File: config.mk
export PLATFORM = sky130hd
export DESIGN_NAME = spi_port
export DESIGN_NICKNAME = d
export VERILOG_FILES = /design/src/rtl/spi_port.sv
export SDC_FILE = /design/constraint.sdc
export NUM_CORES = 1
export LEC_CHECK = 0
export CORE_UTILIZATION = 45
export CTS_BUF_LIST = sky130_fd_sc_hd__clkbuf_4 sky130_fd_sc_hd__clkbuf_8
export DETAILED_ROUTE_END_ITERATION = 16
export DONT_BUFFER_PORTS = 1
export PLACE_DENSITY = 0.72
export SLEW_MARGIN = 10
export SYNTH_ARGS = -nofsm -noshare
export SYNTH_HDL_FRONTEND = slang
export SYNTH_SLANG_ARGS = --single-unit
File: constraint.sdc
create_clock -name clk -period 4.4 [get_ports clk]
set_input_delay 0.44 -clock clk [delete_from_list [all_inputs] [get_ports clk]]
set_output_delay 0.44 -clock clk [all_outputs]
set_load 0.005 [all_outputs]
File: src/rtl/spi_port.sv
`timescale 1ns/1ps
module spi_port #(
  parameter int PW = 5,
  parameter int SDO_BIT = 0,
  parameter int SDI_BIT = 1,
  parameter int SCK_BIT = 3,
  parameter logic [7:0] A_CTRL = 8'hC4,
  parameter logic [7:0] A_STAT = 8'hC5,
  parameter logic [7:0] A_DATA = 8'hC6
) (
  input  logic          clk,
  input  logic          rst_n,
  input  logic          ext_rst,
  input  logic [7:0]    addr,
  input  logic [7:0]    wdata,
  input  logic          wr,
  input  logic          rd,
  output logic [7:0]    rdata,
  input  logic [PW-1:0] pad_i,
  input  logic [PW-1:0] gpio_do,
  input  logic [PW-1:0] gpio_oe,
  output logic [PW-1:0] pad_o,
  output logic [PW-1:0] pad_oe
);
  localparam logic [7:0] CTRL_RST = 8'h04;
  localparam int EN_BIT = 6;
  localparam int OE_BIT = 5;

  logic [7:0] ctrl, txbuf, rxbuf, tx_sh, rx_sh;
  logic [2:0] cnt, sck_s;
  logic [1:0] sdi_s;
  logic       done, wcol, seen, pend;

  wire en     = ctrl[EN_BIT] | ext_rst;
  wire drive  = ctrl[OE_BIT] & ~ext_rst;
  wire rise   = en & sck_s[1] & ~sck_s[2];
  wire fall   = en & ~sck_s[1] & sck_s[2];
  wire busy   = cnt != 3'd0;
  wire last   = rise && cnt == 3'd7;
  wire wr_d   = wr && addr == A_DATA;
  wire dacc   = (wr || rd) && addr == A_DATA;
  wire clr    = dacc && seen;
  wire [7:0] qnext = wr_d ? wdata : txbuf;

  logic unused_pins;
  assign unused_pins = ^pad_i;

  always_ff @(posedge clk or negedge rst_n) begin
    if (!rst_n) begin
      ctrl  <= CTRL_RST;
      cnt   <= '0;
      sck_s <= '0;
      sdi_s <= '0;
      tx_sh <= '0;
      rx_sh <= '0;
      done  <= 1'b0;
      wcol  <= 1'b0;
      seen  <= 1'b0;
      pend  <= 1'b0;
    end else begin
      sck_s <= {sck_s[1:0], pad_i[SCK_BIT]};
      sdi_s <= {sdi_s[0], pad_i[SDI_BIT]};
      if (wr && addr == A_CTRL) ctrl <= wdata;
      if (!en) cnt <= '0;
      else if (rise) cnt <= cnt + 3'd1;
      if (rise) rx_sh <= {rx_sh[6:0], sdi_s[1]};
      if (wr_d && !busy) tx_sh <= wdata;
      else if (fall && busy) tx_sh <= {tx_sh[6:0], 1'b0};
      else if (last && (pend || wr_d)) tx_sh <= qnext;
      if (last) pend <= 1'b0;
      else if (wr_d && busy) pend <= 1'b1;
      if (last) done <= 1'b1;
      else if (clr) done <= 1'b0;
      if (wr_d && busy) wcol <= 1'b1;
      else if (clr) wcol <= 1'b0;
      if (rd && addr == A_STAT && (done || wcol)) seen <= 1'b1;
      else if (dacc) seen <= 1'b0;
    end
  end

  always_ff @(posedge clk) begin
    if (wr_d) txbuf <= wdata;
    if (last) rxbuf <= {rx_sh[6:0], sdi_s[1]};
  end

  always_comb begin
    rdata = '0;
    if (rd) begin
      if (addr == A_CTRL) rdata = ctrl;
      else if (addr == A_STAT) rdata = {done, wcol, 6'b0};
      else if (addr == A_DATA) rdata = rxbuf;
    end
  end

  for (genvar i = 0; i < PW; i++) begin : g_pad
    if (i == SDO_BIT) begin : g_out
      assign pad_o[i]  = en ? tx_sh[7] : gpio_do[i];
      assign pad_oe[i] = en ? drive : gpio_oe[i];
    end else if (i == SDI_BIT || i == SCK_BIT) begin : g_in
      assign pad_o[i]  = gpio_do[i];
      assign pad_oe[i] = en ? 1'b0 : gpio_oe[i];
    end else begin : g_gp
      assign pad_o[i]  = gpio_do[i];
      assign pad_oe[i] = gpio_oe[i];
    end
  end

  a_r5_done_on_eighth: assert property (@(posedge clk) disable iff (!rst_n)
    last |=> done);
  a_r6_wcol_on_busy_write: assert property (@(posedge clk) disable iff (!rst_n)
    (wr_d && busy) |=> wcol);
  a_r6_shift_reg_held: assert property (@(posedge clk) disable iff (!rst_n)
    (busy && !rise && !fall) |=> $stable(tx_sh));
  a_r7_no_clear_unseen: assert property (@(posedge clk) disable iff (!rst_n)
    (done && !seen) |=> done);
  a_r8_no_drive_forced: assert property (@(posedge clk) disable iff (!rst_n)
    ext_rst |-> !pad_oe[SDO_BIT] && !pad_oe[SCK_BIT] && !pad_oe[SDI_BIT]);
  a_r9_idle_when_off: assert property (@(posedge clk) disable iff (!rst_n)
    (!en && !done) |=> !done);
endmodule

==> results.md, run 1 <==
- F_max: 0.460 GHz
- Area of the multi-input gates: 1040 µm²
- Port Buffers: 0
- WP data arrival: 2360 ps
- Dpl cell area: 2430 µm²
- Syn Nets: 247
- HPWL Detailed: 3240 µm
- WHS: about 160 ps
- I/O pin total: 54
- Antenna viol nets, final: 0
- CTS Root Cell: clkbuf_8
- Core ar.: around 5200 µm²
- Met3 usage: 4.50%
- Internal power: ~0.71 mW
- DP Worst Slack: between 2000 and 2500 ps
- Setup TNS: 0 ps
- Max VDD drop: approximately 0.20 mV
- Most frequent cells in the layout: dfrtp_1 (34), nor2_1 (18), mux2_2 (17), nand2_1 (12), mux2i_1 (10)
- Vias in the first global route: 1561
- CP Data Required Time: 4590 ps
- Antenna violations before repair: 1
- DR WL/cell: 17.0 µm
- Worst path cell trace: inv_1 > ha_1 > nor2b_1 > or3_4 > o221ai_4 > mux2_4
- Post-CTS Setup Bufs: 0
- Register area share after synthesis: 52.2%
- GR peak layer: met2
- Critical path's slowest cell: nor2b_1
- First drt pass iteration count: 4
- Standard-cell rows: 26
- Worst Slack Setup Final: 2220 ps
- CTS tree: yes
- Share of cells above drive strength 1: 22.5%
- Fin crit period: around 2200 ps
- Met1 Track Usage GR: 24.7%
- Unique masters post-synth: 44
- Total of max-cap violations: 0
- Crit Path Class: reg2reg
- Syn_area_per_cell: 11.8 µm²
- Slew margin rel.: 56.0%
- P_leak: 1.09 nW
- Clock power frac: 29.1%
- R2r setup slk: 2220 ps
- Clock Sinks: 51
- Psw: 0.216 mW
- Commonest non-fill, non-tap cell in the layout: dfrtp_1
- Cell Area, Synth: 2450 µm²
- Die X: ~76 µm
- CP Capture Type: flop
- Max Fanout on Critical Path: 9
- Worst-Margin Slew: 658 ps
- Hold crit path type: in2reg
- Fin crit share: 49.4%
- Total grt overflow: 0
- Initial DRC Count: 103
- Sequential share of power: approximately 60%
- Area Growth Syn to Fin: 4.14%
- Synth warn: 0
- Layout Skew: slightly above 8 ps
- Startpoint Class: flop
- Sequential Area: 1280 µm²
- Detailed-route via count: between 1500 and 2000
- Cts hold-fix bufs: 2
- Vias per inst: ~5.7
- Total length of routed wires: 4610 µm
- Unrepaired setup endpoints after global routing: no
- # resized after CTS: 0
- H-tree depth: 2
- Sw Ratio: 23.3%
- Clk_lat worst skew: 300 ps
- Max-slew violations: 0
- Register bit total from synthesis: 51
- Clock transition at path regs: 90 ps
- Fin area: 2550 µm²
- CTS Buf Count: 5
- Die area: 5740 µm²
- Power Density: 364 nW/µm²
- Met2 usage: 25.9%
- Run status: finished clean
- Initial Utilization: 47.3%
- Comb pwr share: 10.6%
- Gp weighted congestion: roughly 0.76
- Setup violators final: 0
- Die H: 75.7 µm
- DRC errors left: 0
- Largest net degree at the start of global routing: 36
- Clock tree buffer depth: 2
- First-pass GRT wire length: 7400 µm
- GRT Total Usage: 17.8%
- Worst path max stage delay: about 550 ps
- Final #Nets: 238
- Post-Syn Instances: 208
- Count of final hold-check violations: 0
- Filler instances: 463
## cell usage after synthesis, drive strengths merged
cell     instances  area (µm²)
or3              1        11.3
nand3            2        15.0
o21bai           1        7.51
a31o             1        8.76
or2              2        12.5
o221ai           1        26.3
and4bb           2        25.0
buf             13        91.3
dfxtp            8         160
inv              5        18.8
nand4b           3        26.3
xnor2            1        8.76
nor4             8        50.1
a21oi            4        20.0
o31ai            8        60.1
nor2            18        67.6
a311oi           1        8.76
clkbuf           6        23.8
edfxtp           8         240
dfrtp           34         851
nor2b            3        21.3
a31oi            8        56.3
mux2i           10         100
nand4            8        50.1
nand2           12        45.0
ha               3        37.5
mux2            24         297
o21a             1        7.51
nand2b           2        12.5
nand4bb          2        22.5
nor3             1        5.00
dfstp            1        26.3
o21ai            3        15.0
and2             3        18.8
## cells by family after synthesis
kind of cell	Yosys count	share of synthesized area, %
flops	51	52.2
fa+ha+maj	3	1.53
mux	34	16.2
xor+xnor	1	0.358
buf+inv	24	5.47
simple gates	67	15.6
compound gates	28	8.59
## critical path: cells and delay by family, from the launching register on
kind            cells  cell delay [ps]
buf+inv             1               70
simple gates        2              870
fa+ha+maj           1              150
flops               1              410
compound gates      1              210
mux                 1              350
## per-stage QoR
| stage | power, mW | instances | utilization [%] |
|---|---|---|---|
| final | 0.927 | 271 | 49.3 |
| after global routing | 0.969 | 271 | 49.3 |
| after CTS | 0.934 | 270 | 49.2 |
| after detailed placement | 0.659 | 260 | 46.9 |
| after global placement | 0.654 | 260 | 46.9 |
| after floorplan | 0.647 | 208 | - |
## power groups by stage
stage               sequential [mW]  clock [mW]  combinational, mW
floorplan                     0.559           0             0.0881
global placement              0.568           0             0.0863
detailed placement            0.570           0             0.0894
CTS                           0.560       0.275             0.0995
global route                  0.566       0.293              0.110
finish                        0.560       0.269             0.0982
## path summary, 6_finish.rpt
path / startpoint / end / depth (start not counted)
max: cnt[0] / tx_sh[5] / 6
min: pad_i[3] / sck_s[0] / 0
max reg2reg: cnt[0] / tx_sh[5] / 6
min reg2reg: sdi_s[0] / sdi_s[1] / 0
max in group asynchronous: rst_n / ctrl[2] / 2
min in group asynchronous: rst_n / ctrl[6] / 2
## sequential cells by signal, indices dropped and copies added, names as in the netlist
signal / flops
cnt: 3
ctrl: 8
done: 1
pend: 1
rx_sh: 7
rxbuf: 8
sck_s: 3
sdi_s: 2
seen: 1
tx_sh: 8
txbuf: 8
wcol: 1
## layout make-up
| type | count | area share [%] |
|---|---|---|
| inverter | 5 | 0.736 |
| sequential | 51 | 50.1 |
| timing repair buffer | 3 | 1.47 |
| clock inverter | 1 | 0.196 |
| antenna | 1 | 0.0982 |
| tap | 70 | 3.44 |
| clock buffer | 7 | 3.29 |
| multi-input combinational | 133 | 40.6 |
## metal layers
layer | share of wire [%] | vias to the layer above | wire length [µm]
li1 | - | 731 | -
met1 | 48 | 767 | 2230
met2 | 45 | 45 | 2050
met3 | 5.7 | 7 | 263
met4 | 1.4 | 0 | 64
met5 | 0 | - | 0
Power figures use the tool's default switching activity.
==> run 2, diff against run 1 <==
Settings changed: ABC_AREA set to 1.
Clock period 4.4 ns to 2.18 ns, I/O delays scaled along.
==> results.md, run 2 <==
- Run status: finished clean
- CTS tree: yes
- F_max: 0.576 GHz (+25%)
- Vias in the first global route: 1706 (+9.3%)
- Register area share after synthesis: 51.6% (-0.58 points)
- Post-CTS Setup Bufs: 0 (unchanged)
- Worst Slack Setup Final: 444 ps (-1780 ps)
- Register bit total from synthesis: 51 (unchanged)
- HPWL Detailed: 3330 µm (+3.0%)
- Clock transition at path regs: 90 ps (about the same)
- Post-synth EDFFs: 8 (unchanged)
- DP Worst Slack: 465 ps (-1770 ps)
- Startpoint Class: flop
- H-tree depth: 2 (unchanged)
- Worst R2R End: tx_sh[4]
- Layout Skew: 6.55 ps (-1.66 ps)
- R2R Path Start: ctrl[6]
- Post-synthesis adder-cell area fraction: 1.52% (-0.017 points)
- Synth Area in Compound Gates: 6.42% (-2.2 points)
- Area Growth Syn to Fin: 6.52%
- WHS: 30.9 ps (-128 ps)
- Post-synth ARST share: 68.6% (unchanged)
- Die area: 5800 µm² (+1.1%)
- Post-Syn Instances: 285 (+37%)
- Syn Nets: 324 (+31%)
- DRC errors left: 0 (unchanged)
- Hold depth: 2 (+2)
- Initial DRC Count: 130 (+26%)
- Most area-consuming cells after synthesis: dfrtp_1 (34%), nand2_1 (13%), edfxtp_1 (9.7%)
- Worst-Margin Slew: 345 ps (-313 ps)
- Total of max-cap violations: 0 (unchanged)
- WL met2: 2110 µm (+2.8%)
- Max VDD drop: 0.488 mV (+150%)
- Initial Utilization: 47.5% (+0.23 points)
- Power Density: 823 nW/µm² (+130%)
- Hold crit path type: in2reg
- Worst r2r path cells: 8 (+2)
- Port Buffers: 0 (unchanged)
- Top Layer Used: met4
- CP Capture Type: flop
- Setup violators final: 0 (unchanged)
- Gp weighted congestion: 0.783 (+3.0%)
- Synth top cells by count: nand2_1 (89), inv_1 (37), dfrtp_1 (34), nand3_1 (25)
- Simple logic cell fraction of the synthesized area: 30.8% (+15 points)
- Clock Sinks: 51 (unchanged)
- Worst path cell trace: nor2_1 > inv_2 > nand4_4 > inv_2 > nor2_4 > nand2_4 > nand2_1 > nand2_1
- Most frequent cells in the layout: nand2_1 (89), inv_1 (37), dfrtp_1 (34), nand3_1 (25)
- HP Start: rd
- Mux contribution to synthesized area: 0% (-16 points)
- Largest family of logic cells by synthesized area: simple AND/OR/NAND/NOR gates
- Yosys top cell area share: 34.4% (-0.39 points)
- Worst path max stage delay: 430 ps (-120 ps)
- Total length of routed wires: 4580 µm (-0.59%)
- Setup TNS: 0 ps (unchanged)
- Hold path endpoint: seen
- Cell taking the most area after synthesis: dfrtp_1
- Unrepaired setup endpoints after global routing: no
- CP Data Required Time: 2380 ps (-2210 ps)
- WL met3: 240 µm (-8.7%)
- Synth warn: 0 (unchanged)
- Clk_lat worst skew: 300 ps (about the same)
- Cell Area, Synth: 2470 µm² (+1.1%)
- Die X: 76.2 µm (+0.55%)
- WP data arrival: 1930 ps (-430 ps)
- Die H: 76.2 µm (+0.55%)
- CTS Buf Count: 5 (unchanged)
- Standard-cell rows: 26 (unchanged)
- First drt pass iteration count: 4 (unchanged)
- Antenna violations before repair: 0 (-1)
- CTS Root Cell: clkbuf_8
- R2r setup slk: 440 ps (-1780 ps)
- GRT Total Usage: 17.4% (-0.42 points)
- Unique masters post-synth: 31 (-30%)
- Clock tree buffer depth: 2 (unchanged)
- First-pass GRT wire length: 7850 µm (+6.1%)
- Count of final hold-check violations: 0 (unchanged)
- Cts hold-fix bufs: 4 (+2)
- Critical path's slowest cell: dfrtp_1
- Vias per inst: 4.99 (-13%)
- Dpl cell area: 2500 µm² (+2.8%)
- # resized after CTS: 0 (unchanged)
- Detailed-route via count: 1785 (+15%)
- Fin area: 2640 µm² (+3.4%)
- Syn_area_per_cell: 8.68 µm² (-26%)
- N_diodes: 0 (-1)
- Main synth FF type: dfrtp_1
- P_leak: 1.29 nW (+18%)
- Core ar.: 5200 µm² (+0.63%)
- XOR/XNOR share of the synthesized area: 0% (-0.36 points)
- Slew margin rel.: 77.0% (+21 points)
- Final #Nets: 326 (+37%)
- Antenna viol nets, final: 0 (unchanged)
- Max-slew violations: 0 (unchanged)
- Total grt overflow: 0 (unchanged)
- I/O pin total: 54 (unchanged)
- Largest net degree at the start of global routing: 36 (unchanged)
- Commonest non-fill, non-tap cell in the layout: nand2_1
- Max Fanout on Critical Path: 9 (unchanged)
- Met1 WL: 2160 µm (-3.2%)
- Fin crit period: 1740 ps (-439 ps)
- Fin crit share: 79.7% (+30 points)
- DR WL/cell: 12.8 µm (-25%)
- Share of cells above drive strength 1: 11.5% (-11 points)
- Crit Path Class: reg2reg
- Count leader, synth: nand2_1
- Tot Pwr: 2.17 mW (+130%)
## run 2: cells by family after synthesis
kind of cell               Yosys count
and+or+nand+nor                    151
AOI/OAI and AO/OA                   27
adders and majority gates            3
DFF                                 51
buffers and inverters               53
## run 2: metal layers
metal,track usage [%],up-vias
li1,-,901
met1,21.9,831
met2,28.5,46
met3,4.79,7
met4,6.54,0
met5,0,-
## run 2: metrics by stage
step / util [%] / cells
final: 50.6 / 358
after global routing: 50.6 / 358
after CTS: 50.6 / 358
after detailed placement: 48.0 / 346
after floorplan: - / 285
after global placement: 48.0 / 346
## run 2: cell type report
class,instances,area (µm²)
inverters,42,158
repair buffers,6,65.1
fillers,485,2570
flip-flops and latches,51,1280
multi-input cells,181,958
well taps,70,87.6
clock buffers,6,76.3
clock inverters,2,13.8
## run 2: worst max-delay path by stage
| stage | startpoint | to | depth (start not counted) |
|---|---|---|---|
| 2_1_floorplan | cnt[0] | tx_sh[1] | 9 |
| 3_3_place_gp | cnt[0] | tx_sh[7] | 9 |
| 3_5_place_dp | cnt[0] | tx_sh[4] | 9 |
| 4_1_cts | ctrl[6] | tx_sh[4] | 8 |
| 5_1_grt | ctrl[6] | tx_sh[4] | 8 |
| 6_report | ctrl[6] | tx_sh[4] | 8 |
## run 2: where the power goes
part | leakage (nW) | total, mW | internal (mW) | switching, mW
Combinational | 0.678 | 0.395 | 0.152 | 0.243
Clock | 0.0486 | 0.541 | 0.239 | 0.302
Sequential | 0.563 | 1.23 | 1.14 | 0.0936
Total | 1.29 | 2.17 | 1.53 | 0.639
## run 2: worst max-delay path, delay by kind of cell (launching register included)
kind,cells,cell delay [ps]
simple gates,6,940
flops,1,430
buf+inv,2,260
